File: src/rtl/pcm_tx_pkg.sv
// Package: shared defaults and the configuration bundle of the PCM transmitter.
// Assumes: samples are two's complement words of SAMPLE_W_DEF bits.
package pcm_tx_pkg;
    localparam int SAMPLE_W_DEF = 16;
    localparam int DIV_W_DEF    = 8;

    typedef struct packed {
        logic wide;       // 32-bit slots when set
        logic lsb_first;  // bit order
        logic sck_inv;    // bit clock polarity
        logic left_just;  // framing select
    } pcm_cfg_t;
endpackage

File: src/rtl/pcm_clk_div.sv
// Module: bit-clock divider. Produces the bit-clock phase (0 = first half of
// a bit period, 1 = second half) and a one-cycle tick at the end of each bit.
// Assumes: div is stable outside reset.
module pcm_clk_div #(
    parameter int DIV_W = 8
) (
    input  logic             clk,
    input  logic             rst_n,
    input  logic [DIV_W-1:0] div,
    output logic             phase,
    output logic             bit_end
);
    logic [DIV_W-1:0] cnt_q;
    logic             wrap;

    assign wrap    = (cnt_q >= div);
    assign bit_end = wrap & phase;

    // Count master cycles of each half period; flip the phase on wrap.
    always_ff @(posedge clk) begin
        if (!rst_n) begin
            cnt_q <= '0;
            phase <= 1'b0;
        end else if (wrap) begin
            cnt_q <= '0;
            phase <= ~phase;
        end else begin
            cnt_q <= cnt_q + 1'b1;
        end
    end

    AST_CNT_WRAP: assert property (@(posedge clk) disable iff (!rst_n)
        (cnt_q > div) |=> (cnt_q == '0));
    AST_PHASE_HOLD: assert property (@(posedge clk) disable iff (!rst_n)
        (cnt_q < div) |=> $stable(phase));
endmodule

File: src/rtl/pcm_frame_seq.sv
// Module: frame sequencer. Tracks the bit position within a frame, marks the
// frame end and derives the word clock for either framing.
// Assumes: wide and left_just change only during reset.
module pcm_frame_seq #(
    parameter int SAMPLE_W = 16,
    parameter int BIT_W    = $clog2(4*SAMPLE_W)
) (
    input  logic             clk,
    input  logic             rst_n,
    input  logic             bit_end,
    input  logic             wide,
    input  logic             left_just,
    output logic [BIT_W-1:0] bidx,
    output logic             in_left,
    output logic             lrck,
    output logic             frame_end
);
    logic [BIT_W-1:0] slot_len;
    logic [BIT_W-1:0] last_idx;
    logic             i2s_right;

    assign slot_len  = wide ? BIT_W'(2*SAMPLE_W)   : BIT_W'(SAMPLE_W);
    assign last_idx  = wide ? BIT_W'(4*SAMPLE_W-1) : BIT_W'(2*SAMPLE_W-1);
    assign frame_end = bit_end && (bidx >= last_idx);
    assign in_left   = (bidx < slot_len);

    // Advance the bit position at every bit end, wrapping at the frame end.
    always_ff @(posedge clk) begin
        if (!rst_n)         bidx <= '0;
        else if (frame_end) bidx <= '0;
        else if (bit_end)   bidx <= bidx + 1'b1;
    end

    // Word clock: I2S leads the slot by one bit, left-justified is aligned.
    always_comb begin
        i2s_right = (bidx >= slot_len - 1'b1) && (bidx < last_idx);
        lrck      = left_just ? in_left : i2s_right;
    end

    AST_LRCK_ON_BIT: assert property (@(posedge clk) disable iff (!rst_n)
        (!$stable(lrck) && $stable(wide) && $stable(left_just)) |-> $past(bit_end));
endmodule

File: src/rtl/pcm_slot_mux.sv
// Module: sample latch and slot bit selector. Holds the pair for the current
// frame and picks the serial bit for the current bit position and bit order.
// Assumes: load is a one-cycle pulse at the frame end.
module pcm_slot_mux #(
    parameter int SAMPLE_W = 16,
    parameter int BIT_W    = $clog2(4*SAMPLE_W)
) (
    input  logic                clk,
    input  logic                rst_n,
    input  logic                load,
    input  logic                take,
    input  logic [SAMPLE_W-1:0] left_in,
    input  logic [SAMPLE_W-1:0] right_in,
    input  logic [BIT_W-1:0]    bidx,
    input  logic                in_left,
    input  logic                wide,
    input  logic                lsb_first,
    output logic                sdo
);
    localparam int WORD_W = 2*SAMPLE_W;
    localparam int POS_W  = $clog2(WORD_W);

    logic [SAMPLE_W-1:0] l_q, r_q, cur;
    logic [WORD_W-1:0]   word;
    logic [BIT_W-1:0]    slot_len, k_full;
    logic [POS_W-1:0]    k, slot_top, pos;

    // Latch the offered pair at the frame end, or zeros when none is offered.
    always_ff @(posedge clk) begin
        if (!rst_n) begin
            l_q <= '0;
            r_q <= '0;
        end else if (load) begin
            l_q <= take ? left_in  : '0;
            r_q <= take ? right_in : '0;
        end
    end

    // Select the channel, place it in its slot and pick the bit to send.
    always_comb begin
        cur      = in_left ? l_q : r_q;
        slot_len = wide ? BIT_W'(WORD_W) : BIT_W'(SAMPLE_W);
        k_full   = in_left ? bidx : (bidx - slot_len);
        k        = POS_W'(k_full);
        slot_top = wide ? POS_W'(WORD_W-1) : POS_W'(SAMPLE_W-1);
        pos      = lsb_first ? k : (slot_top - k);
        word     = wide ? {cur, {SAMPLE_W{1'b0}}} : {{SAMPLE_W{1'b0}}, cur};
        sdo      = word[pos];
    end
endmodule

File: src/rtl/pcm_serial_tx.sv
// Module: programmable PCM serial transmitter (top). Divides the master clock
// into the bit clock, sequences frames and serializes stereo sample pairs.
// Assumes: configuration inputs and div are changed only under reset.
module pcm_serial_tx
    import pcm_tx_pkg::*;
#(
    parameter int SAMPLE_W = SAMPLE_W_DEF,
    parameter int DIV_W    = DIV_W_DEF
) (
    input  logic                clk,
    input  logic                rst_n,
    input  logic [DIV_W-1:0]    div,
    input  logic                cfg_wide,
    input  logic                cfg_lsb_first,
    input  logic                cfg_sck_inv,
    input  logic                cfg_left_just,
    input  logic                s_valid,
    input  logic [SAMPLE_W-1:0] s_left,
    input  logic [SAMPLE_W-1:0] s_right,
    output logic                s_ready,
    output logic                sdo,
    output logic                sck,
    output logic                lrck
);
    localparam int BIT_W = $clog2(4*SAMPLE_W);

    pcm_cfg_t         cfg;
    logic             phase, bit_end, frame_end, in_left;
    logic [BIT_W-1:0] bidx;

    assign cfg     = '{wide: cfg_wide, lsb_first: cfg_lsb_first,
                       sck_inv: cfg_sck_inv, left_just: cfg_left_just};
    assign sck     = phase ^ cfg.sck_inv;
    assign s_ready = frame_end;

    pcm_clk_div #(.DIV_W(DIV_W)) u_div (
        .clk(clk), .rst_n(rst_n), .div(div),
        .phase(phase), .bit_end(bit_end)
    );

    pcm_frame_seq #(.SAMPLE_W(SAMPLE_W), .BIT_W(BIT_W)) u_seq (
        .clk(clk), .rst_n(rst_n), .bit_end(bit_end),
        .wide(cfg.wide), .left_just(cfg.left_just),
        .bidx(bidx), .in_left(in_left), .lrck(lrck), .frame_end(frame_end)
    );

    pcm_slot_mux #(.SAMPLE_W(SAMPLE_W), .BIT_W(BIT_W)) u_mux (
        .clk(clk), .rst_n(rst_n), .load(frame_end), .take(s_valid),
        .left_in(s_left), .right_in(s_right), .bidx(bidx), .in_left(in_left),
        .wide(cfg.wide), .lsb_first(cfg.lsb_first), .sdo(sdo)
    );

    AST_READY_PULSE: assert property (@(posedge clk) disable iff (!rst_n)
        s_ready |=> !s_ready);
    AST_IDLE_ZERO: assert property (@(posedge clk) disable iff (!rst_n)
        (s_ready && !s_valid) |=> !sdo);
    AST_PAD_ZERO: assert property (@(posedge clk) disable iff (!rst_n)
        (cfg.wide && !cfg.lsb_first &&
         ((bidx % BIT_W'(2*SAMPLE_W)) >= BIT_W'(SAMPLE_W))) |-> !sdo);
endmodule

File: config.mk
export PLATFORM = sky130hd
export DESIGN_NAME = pcm_serial_tx
export DESIGN_NICKNAME = d
export VERILOG_FILES = /design/src/rtl/pcm_tx_pkg.sv /design/src/rtl/pcm_clk_div.sv /design/src/rtl/pcm_frame_seq.sv /design/src/rtl/pcm_slot_mux.sv /design/src/rtl/pcm_serial_tx.sv
export SDC_FILE = /design/constraint.sdc
export NUM_CORES = 1
export LEC_CHECK = 0
export BUFFER_PORTS_ARGS = -buffer_cell sky130_fd_sc_hd__buf_4
export CORE_AREA = 2 2 88 90
export DETAILED_ROUTE_END_ITERATION = 16
export DIE_AREA = 0 0 90 92
export PLACE_DENSITY_LB_ADDON = 0.12
export SLEW_MARGIN = 30
export SYNTH_ARGS = -nofsm -noshare
export SYNTH_HDL_FRONTEND = slang
export SYNTH_SLANG_ARGS = --single-unit
File: constraint.sdc
create_clock -name clk -period 7.2 [get_ports clk]
set_input_delay 1.44 -clock clk [delete_from_list [all_inputs] [get_ports clk]]
set_output_delay 1.44 -clock clk [all_outputs]
set_load 0.01 [all_outputs]
==> flow_summary_export.csv <==
group,metric,value,unit
critical_path,r2r_cells,6,
timing,hold-worst-slack,0.458,ns
yosys,postSynthCellCount,320,
timing,final_max_slew_viol_count,0,
clock_tree,postCtsSetupBuffers,0,
run,drv_cap,0,
clock_tree,cts.sinks,47,
yosys,synth_common_cells,"dfxtp_1, nand3_1, nand2_1, mux2i_1, nor2_1",
yosys,yosys.area_share.simple,23.6,%
yosys,netlist_area,2830,um2
clock_tree,clockBufferDepth,2,
routing,firstDrtPassIters,4,
timing,relSlewSlack,53.2,%
pwr,power_frac_seq,53.7,%
yosys,synthFlopType,"dfxtp_1",
place,port_buffers,50,
routing,wirelength,6.37,mm
yosys,yosys_warnings,0,
timing,max_clock_freq,195,MHz
yosys,syn_area_per_cell,8.83,um2
clock_tree,postCtsHoldBufs,0,
critical_path,crit_type,"in -> out",
yosys,synthMuxAreaShare,16.3,%
worst_hold_path,hold_path.class,"reg -> reg",
critical_path,r2r_setup_slack,4.62,ns
yosys,synth_top_family_by_area,"simple AND/OR/NAND/NOR gates",
routing,drt_drc_violations_left,0,
global_route,grt-ovfl-total,0,
timing,setup_viol,0,
timing,min_period_over_period,71.3,%
pwr,p_leak,1.31,nW
global_route,antenna_found_initial,0,
yosys,yosys-top-cells-area,"dfxtp_1, mux2i_1, nand3_1",
yosys,synth.net_count,380,
pwr,clock_power_share,34.5,%
finish,antenna_cells,0,
yosys,synth-edff-count,0,
critical_path,r2r_start,"u_seq.bidx[0]",
critical_path,cp_max_fo,10,
run_status,status,"finished, final reports clean",
yosys,synth-compound-area-share,11.8,%
place,gp_congestion,0.865,
clock_tree,cts_tree,"done",
yosys,ys_seq_area_share,33.3,%
routing,wl_per_cell,13.9,um
routing,antenna_left,0,
yosys,synthAdderAreaFrac,5.76,%
finish,syn2layout_area_growth,17.8,%
timing,rsz0062_at_grt,"no",
clock_tree,clock_latency,0.30,ns
critical_path,crit_path_start_kind,"primary input",
pwr,power_density,148,nW/um2
yosys,synth_cell_types,59,
routing,viasPerCell,5.13,
yosys,synth_xor_area_share,3.45,%
timing,fin_crit,5.13,ns
global_route,grt_start_max_net_pins,76,
worst_hold_path,min-delay-start,"u_mux.r_q[5]",
yosys,synth_top_area_cell,"dfxtp_1",
place,dp_hpwl,4.58,mm
finish,num-nets-final,416,
pwr,p_switching,0.122,mW
clock_tree,cts_made_buffers,5,
pwr,power.internal,0.370,mW
yosys,yosys.cell_count.top_type,"dfxtp_1",
yosys,synth_top_area_share,33.3,%
pwr,peakVddDrop,0.0771,mV
timing,finalHoldViolCount,0,
floorplan,start_util,37.9,%
pwr,power.total,0.491,mW
critical_path,critPathCaptureType,"primary output",
pwr,p_sw_share,24.8,%
floorplan,dieArea,8280,um2
floorplan,coreArea,7450,um2
timing,fin_setup_tns,0,ns
global_route,globalRouteTotalUtil,15.6,%
floorplan,io_pins,51,
finish,fin_util,44.7,%
floorplan,fp-row-count,32,
floorplan,die-height,92,um
place,place_area,3230,um2
routing,drtIter0Drc,111,
clock_tree,htree_num_levels,2,
yosys,ys_ff_latch,47,
global_route,grt_pass1_wl,10.6,mm
worst_hold_path,worstHoldPathCells,2,
finish,drive_above_1_share,19.3,%
clock_tree,clkTransAtPathRegs,0.09,ns
global_route,grt_pass1_vias,2200,
yosys,async_flop_share,0,%
routing,vias,2353,
critical_path,r2r-end,"u_mux.l_q[1]",
pwr,comb_power_share,11.8,%
finish,stdcell_area,3330,um2
worst_hold_path,min_to,"u_mux.r_q[5]",
critical_path,arrival,3.69,ns
timing,tightest_slew,0.702,ns
floorplan,fp.dieW,90,um
critical_path,worstPathRequired,5.76,ns
clock_tree,root_buffer,"clkbuf_8",
clock_tree,post_cts_resized,0,
timing,finalClockSkew,0.00781,ns
## layout make-up
| class | count | area [um2] |
|---|---|---|
| Fill cell | 780 | 4120 |
| Multi-Input combinational cell | 237 | 1730 |
| Sequential cell | 47 | 941 |
| Clock inverter | 1 | 8.76 |
| Timing Repair Buffer | 51 | 383 |
| Inverter | 14 | 52.6 |
| Clock buffer | 7 | 86.3 |
| Tap cell | 102 | 128 |
## how the worst max path moves through the flow
stage / from / to / slack (ns)
after floorplan: cfg_wide / sdo / 2.53
after global placement: cfg_wide / sdo / 2.17
after detailed placement: cfg_wide / sdo / 2.11
after CTS: cfg_wide / sdo / 2.06
after global routing: cfg_wide / sdo / 1.89
final: cfg_wide / sdo / 2.07
## kinds of logic after synthesis
family          count (synthesis)
fa+ha+maj                      13
simple gates                  134
xor+xnor                        9
mux                            39
buf+inv                        36
flops                          47
compound gates                 42
## layout by cell type, fill, tap and decap left out, types with 2 or more instances in the layout
| cell type | Yosys | routed |
|---|---|---|
| nand4b_1 | 2 | 2 |
| o311ai_1 | 4 | 4 |
| mux2i_1 | 34 | 34 |
| inv_1 | 14 | 14 |
| clkbuf_8 | 0 | 6 |
| xor2_1 | 6 | 6 |
| mux4_1 | 2 | 2 |
| nand2b_1 | 6 | 6 |
| nand3b_1 | 2 | 2 |
| o211ai_1 | 2 | 2 |
| nor3_1 | 3 | 3 |
| o22ai_1 | 2 | 2 |
| and3_1 | 5 | 5 |
| a21o_1 | 2 | 2 |
| a22oi_1 | 3 | 3 |
| xnor2_1 | 2 | 2 |
| nand2_1 | 39 | 39 |
| nor3b_1 | 3 | 3 |
| nand3_1 | 43 | 43 |
| nor2_1 | 17 | 17 |
| buf_4 | 4 | 51 |
| o21ai_0 | 4 | 4 |
| o31ai_1 | 4 | 4 |
| o21ai_1 | 3 | 3 |
| nand4_1 | 2 | 2 |
| dfxtp_1 | 47 | 47 |
| a21oi_1 | 3 | 3 |
| ha_1 | 13 | 13 |
| mux4_2 | 3 | 3 |
## per-layer routing
layer | up-vias | routed length (um) | GRT usage (%)
met5 | - | 0 | 0
met1 | 1080 | 3180 | 21.9
met3 | 4 | 222 | 3.12
met2 | 43 | 2900 | 24.4
li1 | 1226 | - | -
met4 | 0 | 65 | 4.23
## stage by stage
stage | cells | setup WS [ns]
after CTS | 459 | 2.06
final | 459 | 2.07
after global routing | 459 | 1.89
after detailed placement | 451 | 2.11
after floorplan | 320 | 2.53
after global placement | 451 | 2.17
## worst max-delay path: stages
cell	delay [ns]
buf_4	0.09
inv_1	0.06
ha_1	0.31
nor2b_1	0.27
or2_1	0.36
mux4_2	0.38
a311oi_1	0.28
o21ai_1	0.11
o211a_1	0.24
buf_4	0.15
## state kept, by name (all words and copies together) (netlist names)
name,flops
u_div.phase,1
u_mux.r_q,16
u_mux.l_q,16
u_div.cnt_q,8
u_seq.bidx,6
## power by group through the flow
stage | Sequential [mW] | Clock (mW) | Combinational [mW]
2_1_floorplan | 0.269 | 0 | 0.0312
3_3_place_gp | 0.270 | 0 | 0.0577
3_5_place_dp | 0.270 | 0 | 0.0589
4_1_cts | 0.264 | 0.174 | 0.0592
5_1_grt | 0.264 | 0.183 | 0.0651
6_report | 0.264 | 0.170 | 0.0579
Power figures use the tool's default switching activity.
